### src/rtl/ddr3_cmd_pkg.sv
package ddr3_cmd_pkg;

    typedef enum logic [2:0] {
        CMD_NOP = 3'd0,
        CMD_ACT = 3'd1,
        CMD_RD  = 3'd2,
        CMD_WR  = 3'd3,
        CMD_PRE = 3'd4,
        CMD_REF = 3'd5,
        CMD_MRS = 3'd6,
        CMD_ZQC = 3'd7
    } cmd_e;

endpackage

### src/rtl/ddr3_cmd_classify.sv
module ddr3_cmd_classify
    import ddr3_cmd_pkg::*;
(
    input  logic cs_n,
    input  logic ras_n,
    input  logic cas_n,
    input  logic we_n,
    output logic selected,
    output cmd_e kind
);
    always_comb begin
        selected = !cs_n;
        unique case ({ras_n, cas_n, we_n})
            3'b011:  kind = CMD_ACT;
            3'b101:  kind = CMD_RD;
            3'b100:  kind = CMD_WR;
            3'b010:  kind = CMD_PRE;
            3'b001:  kind = CMD_REF;
            3'b000:  kind = CMD_MRS;
            3'b110:  kind = CMD_ZQC;
            default: kind = CMD_NOP;
        endcase
    end
endmodule

### src/rtl/ddr3_mr1_shadow.sv
module ddr3_mr1_shadow #(
    parameter int ADDR_W   = 14,
    parameter int TDQS_BIT = 11,
    parameter int RTT_B0   = 2,
    parameter int RTT_B1   = 6,
    parameter int RTT_B2   = 9
) (
    input  logic              clk,
    input  logic              rst_n,
    input  logic              wr_en,
    input  logic [ADDR_W-1:0] op,
    output logic              tdqs_en,
    output logic              odt_en
);
    typedef struct packed {
        logic tdqs;
        logic odt;
    } shadow_t;

    shadow_t sh_d, sh_q;

    always_comb begin
        sh_d = sh_q;
        if (wr_en) begin
            sh_d.tdqs = op[TDQS_BIT];
            sh_d.odt  = op[RTT_B0] | op[RTT_B1] | op[RTT_B2];
        end
    end

    always_ff @(posedge clk or negedge rst_n) begin
        if (!rst_n) sh_q <= '0;
        else        sh_q <= sh_d;
    end

    assign tdqs_en = sh_q.tdqs;
    assign odt_en  = sh_q.odt;
endmodule

### src/rtl/ddr3_cmd_decoder.sv
module ddr3_cmd_decoder
    import ddr3_cmd_pkg::*;
#(
    parameter int BANK_W  = 3,
    parameter int ADDR_W  = 14,
    parameter int COL_W   = 10,
    parameter int AP_BIT  = 10,
    parameter int BC_BIT  = 12,
    parameter int MR_SHAD = 1
) (
    input  logic              clk,
    input  logic              rst_n,
    input  logic              cke,
    input  logic              cs_n,
    input  logic              ras_n,
    input  logic              cas_n,
    input  logic              we_n,
    input  logic [BANK_W-1:0] ba,
    input  logic [ADDR_W-1:0] addr,
    output logic              cmd_valid,
    output logic [2:0]        cmd,
    output logic [BANK_W-1:0] bank,
    output logic [ADDR_W-1:0] addr_out,
    output logic              auto_pre,
    output logic              pre_all,
    output logic              burst_chop,
    output logic [BANK_W-1:0] mr_sel,
    output logic [ADDR_W-1:0] mr_op,
    output logic              tdqs_en,
    output logic              odt_en
);
    localparam int PAD_W = ADDR_W - COL_W;

    typedef struct packed {
        logic              valid;
        cmd_e              cmd;
        logic [BANK_W-1:0] bank;
        logic [ADDR_W-1:0] addr;
        logic              ap;
        logic              all;
        logic              chop;
        logic [BANK_W-1:0] mr_sel;
        logic [ADDR_W-1:0] mr_op;
    } dec_t;

    dec_t dec_d, dec_q;
    logic selected;
    cmd_e kind;
    logic live;
    logic shadow_wr;

    ddr3_cmd_classify classify_i (
        .cs_n     (cs_n),
        .ras_n    (ras_n),
        .cas_n    (cas_n),
        .we_n     (we_n),
        .selected (selected),
        .kind     (kind)
    );

    always_comb begin
        live      = cke && selected;
        shadow_wr = live && (kind == CMD_MRS) && (ba == BANK_W'(MR_SHAD));
        dec_d     = '0;
        dec_d.cmd = CMD_NOP;
        if (live) begin
            dec_d.valid = 1'b1;
            dec_d.cmd   = kind;
            unique case (kind)
                CMD_ACT: begin
                    dec_d.bank = ba;
                    dec_d.addr = addr;
                end
                CMD_RD, CMD_WR: begin
                    dec_d.bank = ba;
                    dec_d.addr = {{PAD_W{1'b0}}, addr[COL_W-1:0]};
                    dec_d.ap   = addr[AP_BIT];
                    dec_d.chop = !addr[BC_BIT];
                end
                CMD_PRE: begin
                    dec_d.all  = addr[AP_BIT];
                    dec_d.bank = addr[AP_BIT] ? '0 : ba;
                end
                CMD_MRS: begin
                    dec_d.mr_sel = ba;
                    dec_d.mr_op  = addr;
                end
                default: ;
            endcase
        end
    end

    always_ff @(posedge clk or negedge rst_n) begin
        if (!rst_n) dec_q <= '0;
        else        dec_q <= dec_d;
    end

    ddr3_mr1_shadow #(.ADDR_W(ADDR_W)) shadow_i (
        .clk     (clk),
        .rst_n   (rst_n),
        .wr_en   (shadow_wr),
        .op      (addr),
        .tdqs_en (tdqs_en),
        .odt_en  (odt_en)
    );

    assign cmd_valid  = dec_q.valid;
    assign cmd        = dec_q.cmd;
    assign bank       = dec_q.bank;
    assign addr_out   = dec_q.addr;
    assign auto_pre   = dec_q.ap;
    assign pre_all    = dec_q.all;
    assign burst_chop = dec_q.chop;
    assign mr_sel     = dec_q.mr_sel;
    assign mr_op      = dec_q.mr_op;
endmodule

### config.mk
export PLATFORM = sky130hd
export DESIGN_NAME = ddr3_cmd_decoder
export DESIGN_NICKNAME = d
export VERILOG_FILES = /design/src/rtl/ddr3_cmd_pkg.sv /design/src/rtl/ddr3_cmd_classify.sv /design/src/rtl/ddr3_mr1_shadow.sv /design/src/rtl/ddr3_cmd_decoder.sv
export SDC_FILE = /design/constraint.sdc
export NUM_CORES = 1
export LEC_CHECK = 0
export BUFFER_PORTS_ARGS = -buffer_cell sky130_fd_sc_hd__clkbuf_2
export CAP_MARGIN = 10
export CORE_MARGIN = 1
export CORE_UTILIZATION = 31
export CTS_CLUSTER_SIZE = 20
export DETAILED_ROUTE_END_ITERATION = 6
export PLACE_DENSITY = 0.69
export SYNTH_ARGS = -nofsm -noshare
export SYNTH_HDL_FRONTEND = slang
export SYNTH_SLANG_ARGS = --single-unit
### constraint.sdc
create_clock -name clk -period 1.7 [get_ports clk]
set_clock_uncertainty 0.15 [all_clocks]
set_input_delay 0 -clock clk [delete_from_list [all_inputs] [get_ports clk]]
set_output_delay 0 -clock clk [all_outputs]
set_load 0.01 [all_outputs]
==> metrics.txt <==
Initial Util=between 30% and 40%; H-tree Lvls=2; CP Launch Point=ras_n; area growth from synthesis to layout=51.85%; WL per Instance=~13 um; Die Ht=71.25 um; total number of vias=1,124; global-route wire length before repair=around 5100 um; VDD IR max=just under 0.4 mV; Worst R2R Setup Slack=about 810 ps; Main synth FF type=dfrtp_1; Setup CP Type=in -> reg; Top cell by count, worst path=dlygate4sd3_1; Post-synth EDFFs=0; # DRC=9; first drt pass iteration count=6; Worst Max-Slew Pin Slew=~530 ps; Post-Synthesis Cells=roughly 110; Final ANT Viol Nets=0; crit path capture=addr_out[10]$_DFF_PN0_; status=complete, but fails checks; DR iter-0 viols=50; Util after Layout=~50%; RePlAce Congestion=between 0.7 and 0.8; Slew HR=64.49%; Num CTS Buffers=5; Post-Layout Cell Count=between 200 and 300; pwr dens=roughly 900 nW/um^2; clock latency on the worst-skew pair=between 200 and 300 ps; worst r2r src=shadow_i.odt_en$_DFFE_PN0P_; Area after DPL=1889 um^2; critical path capture point type=flop; most frequent cells in the layout=66 x clkbuf_2, 43 x dfrtp_1, 30 x and2_1, 25 x dlygate4sd3_1; CTS tree=built; Hold Buf Count CTS=25; vias in the first global route=~1.1k; failing checks=DRC; Critical Path RT=between 1500 and 2000 ps; Die Footprint=between 5000 and 6000 um^2; top cells by area, synth=dfrtp_1 72%, and2_1 13%, nor3b_1 2.0%; Vias/cell=approximately 4.4; WP data arrival=around 1700 ps; yosys warns=0; average size of a mapped cell=approximately 14 um^2; crit-path cells=dlygate4sd3_1 -> clkbuf_2 -> nand3b_1 -> dlygate4sd3_1 -> nor2_1; ys async rst share=100.0%; nets@finish=around 230; Syn Std Cell Area=1486 um^2; Total GRT Usage=between 10% and 20%; CP max-delay cell=dlygate4sd3_1; CTS max path bufs=2; Core Area=roughly 4500 um^2; CTS Sinks=between 40 and 50; FF+latch count, synth=43; FF-to-FF path depth=1; Final Power=~2.0 mW; Min-Delay Path Class=in -> async; Setup violations, final=0; placed insts=between 200 and 250; Antenna Cells=0; Port Buffers=66; FP Rows=24; min cycle time layout=1594 ps; Post-Route WL=3220 um; Slew Viols, Final=0; Final WS setup=106.1 ps; RSZ-0062 raised after global routing=false; Die Wd=71.25 um; crit-path max cell delay=slightly below 600 ps; initial antenna violation count=0; Post-DP HPWL=2186 um; fin crit share=between 90 and 100%; most common cell after layout, fill and taps aside=clkbuf_2; Critical Path Fanout Max=7; post-synth net total=between 100 and 150; Clock Pin Slew Worst Setup and Hold Paths=around 80 ps; Fin. Hold Viols=0; startpoint class of the critical path=primary input; worst hold slack=86.24 ps; Final Cell Area=roughly 2300 um^2; Reg-to-Reg End=shadow_i.odt_en$_DFFE_PN0P_; Synth top area share=around 72%; Max Clk Rate=0.6274 GHz; Seq/Total Area, Yosys=between 70 and 80%; number of library cell types mapped by synthesis=22; CTS Root Cell=clkbuf_8; Leakage=between 1 and 1.5 nW; cell taking the most area after synthesis=dfrtp_1; worst slack, placed=between 400 and 500 ps; post-CTS setup buffers=0; io pins=67; max cap viols=0; Setup TNS Final=0 ps; quantity of gates resized following cts=0; largest net degree at the start of global routing=23; GRT overflow=0; share of cells above drive strength 1=around two fifths
area by class of cell:
class                           instances  area (um^2)
Fill cell                             390         2217
Tap cell                               52        65.06
Clock inverter                          2        35.03
Clock buffer                            6        82.58
Multi-Input combinational cell         59        391.6
Sequential cell                        43         1076
Timing Repair Buffer                   94        603.1
Inverter                                1        3.754
worst min-delay path by stage:
stage | to | slack [ps] | cells after the start
floorplan | addr_out[0]$_DFF_PN0_ | -450 | 0
global placement | mr_op[13]$_DFF_PN0_ | -140 | 1
detailed placement | mr_op[13]$_DFF_PN0_ | -140 | 1
CTS | mr_sel[0]$_DFF_PN0_ | 90 | 2
global route | shadow_i.tdqs_en$_DFFE_PN0P_ | 130 | 2
finish | mr_sel[0]$_DFF_PN0_ | 90 | 2
routing by layer:
metal	part of all wire [%]	GRT usage [%]
met1	41	15.94
met2	49	22.96
met3	7.4	3.516
met4	2.2	6.222
met5	0	0
flip-flops by register name, indices dropped and copies added (netlist names):
name,flops
burst_chop,1
cmd,3
auto_pre,1
mr_op,14
bank,3
cmd_valid,1
pre_all,1
mr_sel,3
addr_out,14
shadow_i.tdqs_en,1
shadow_i.odt_en,1
power by group:
part | leakage (nW) | internal (mW) | switching [mW]
registers | 0.593 | 1.04 | 0.00695
clock network | 0.0612 | 0.475 | 0.319
logic | 0.565 | 0.0954 | 0.0929
total | 1.22 | 1.61 | 0.419
kinds of logic (layout without fill, tap and decap cells):
logic type,Yosys count,count (layout),synth area share [%]
buf+inv,4,103,1.262
compound gates,3,3,1.431
xor+xnor,1,1,0.5893
simple gates,53,53,22.81
mux,2,2,1.515
flops,43,43,72.39
Yosys cell counts (2+ instances only):
cell type / n
dfrtp_1: 43
and2_1: 30
nor2_1: 6
nor3b_1: 4
nand2b_1: 3
buf_2: 2
mux2_2: 2
nand2_1: 2
critical path: cells and delay by family:
family | cells | cell delay, ps
buf+inv | 3 | 1300
simple gates | 2 | 360
Note: power is estimated with default switching activity, not from simulation.
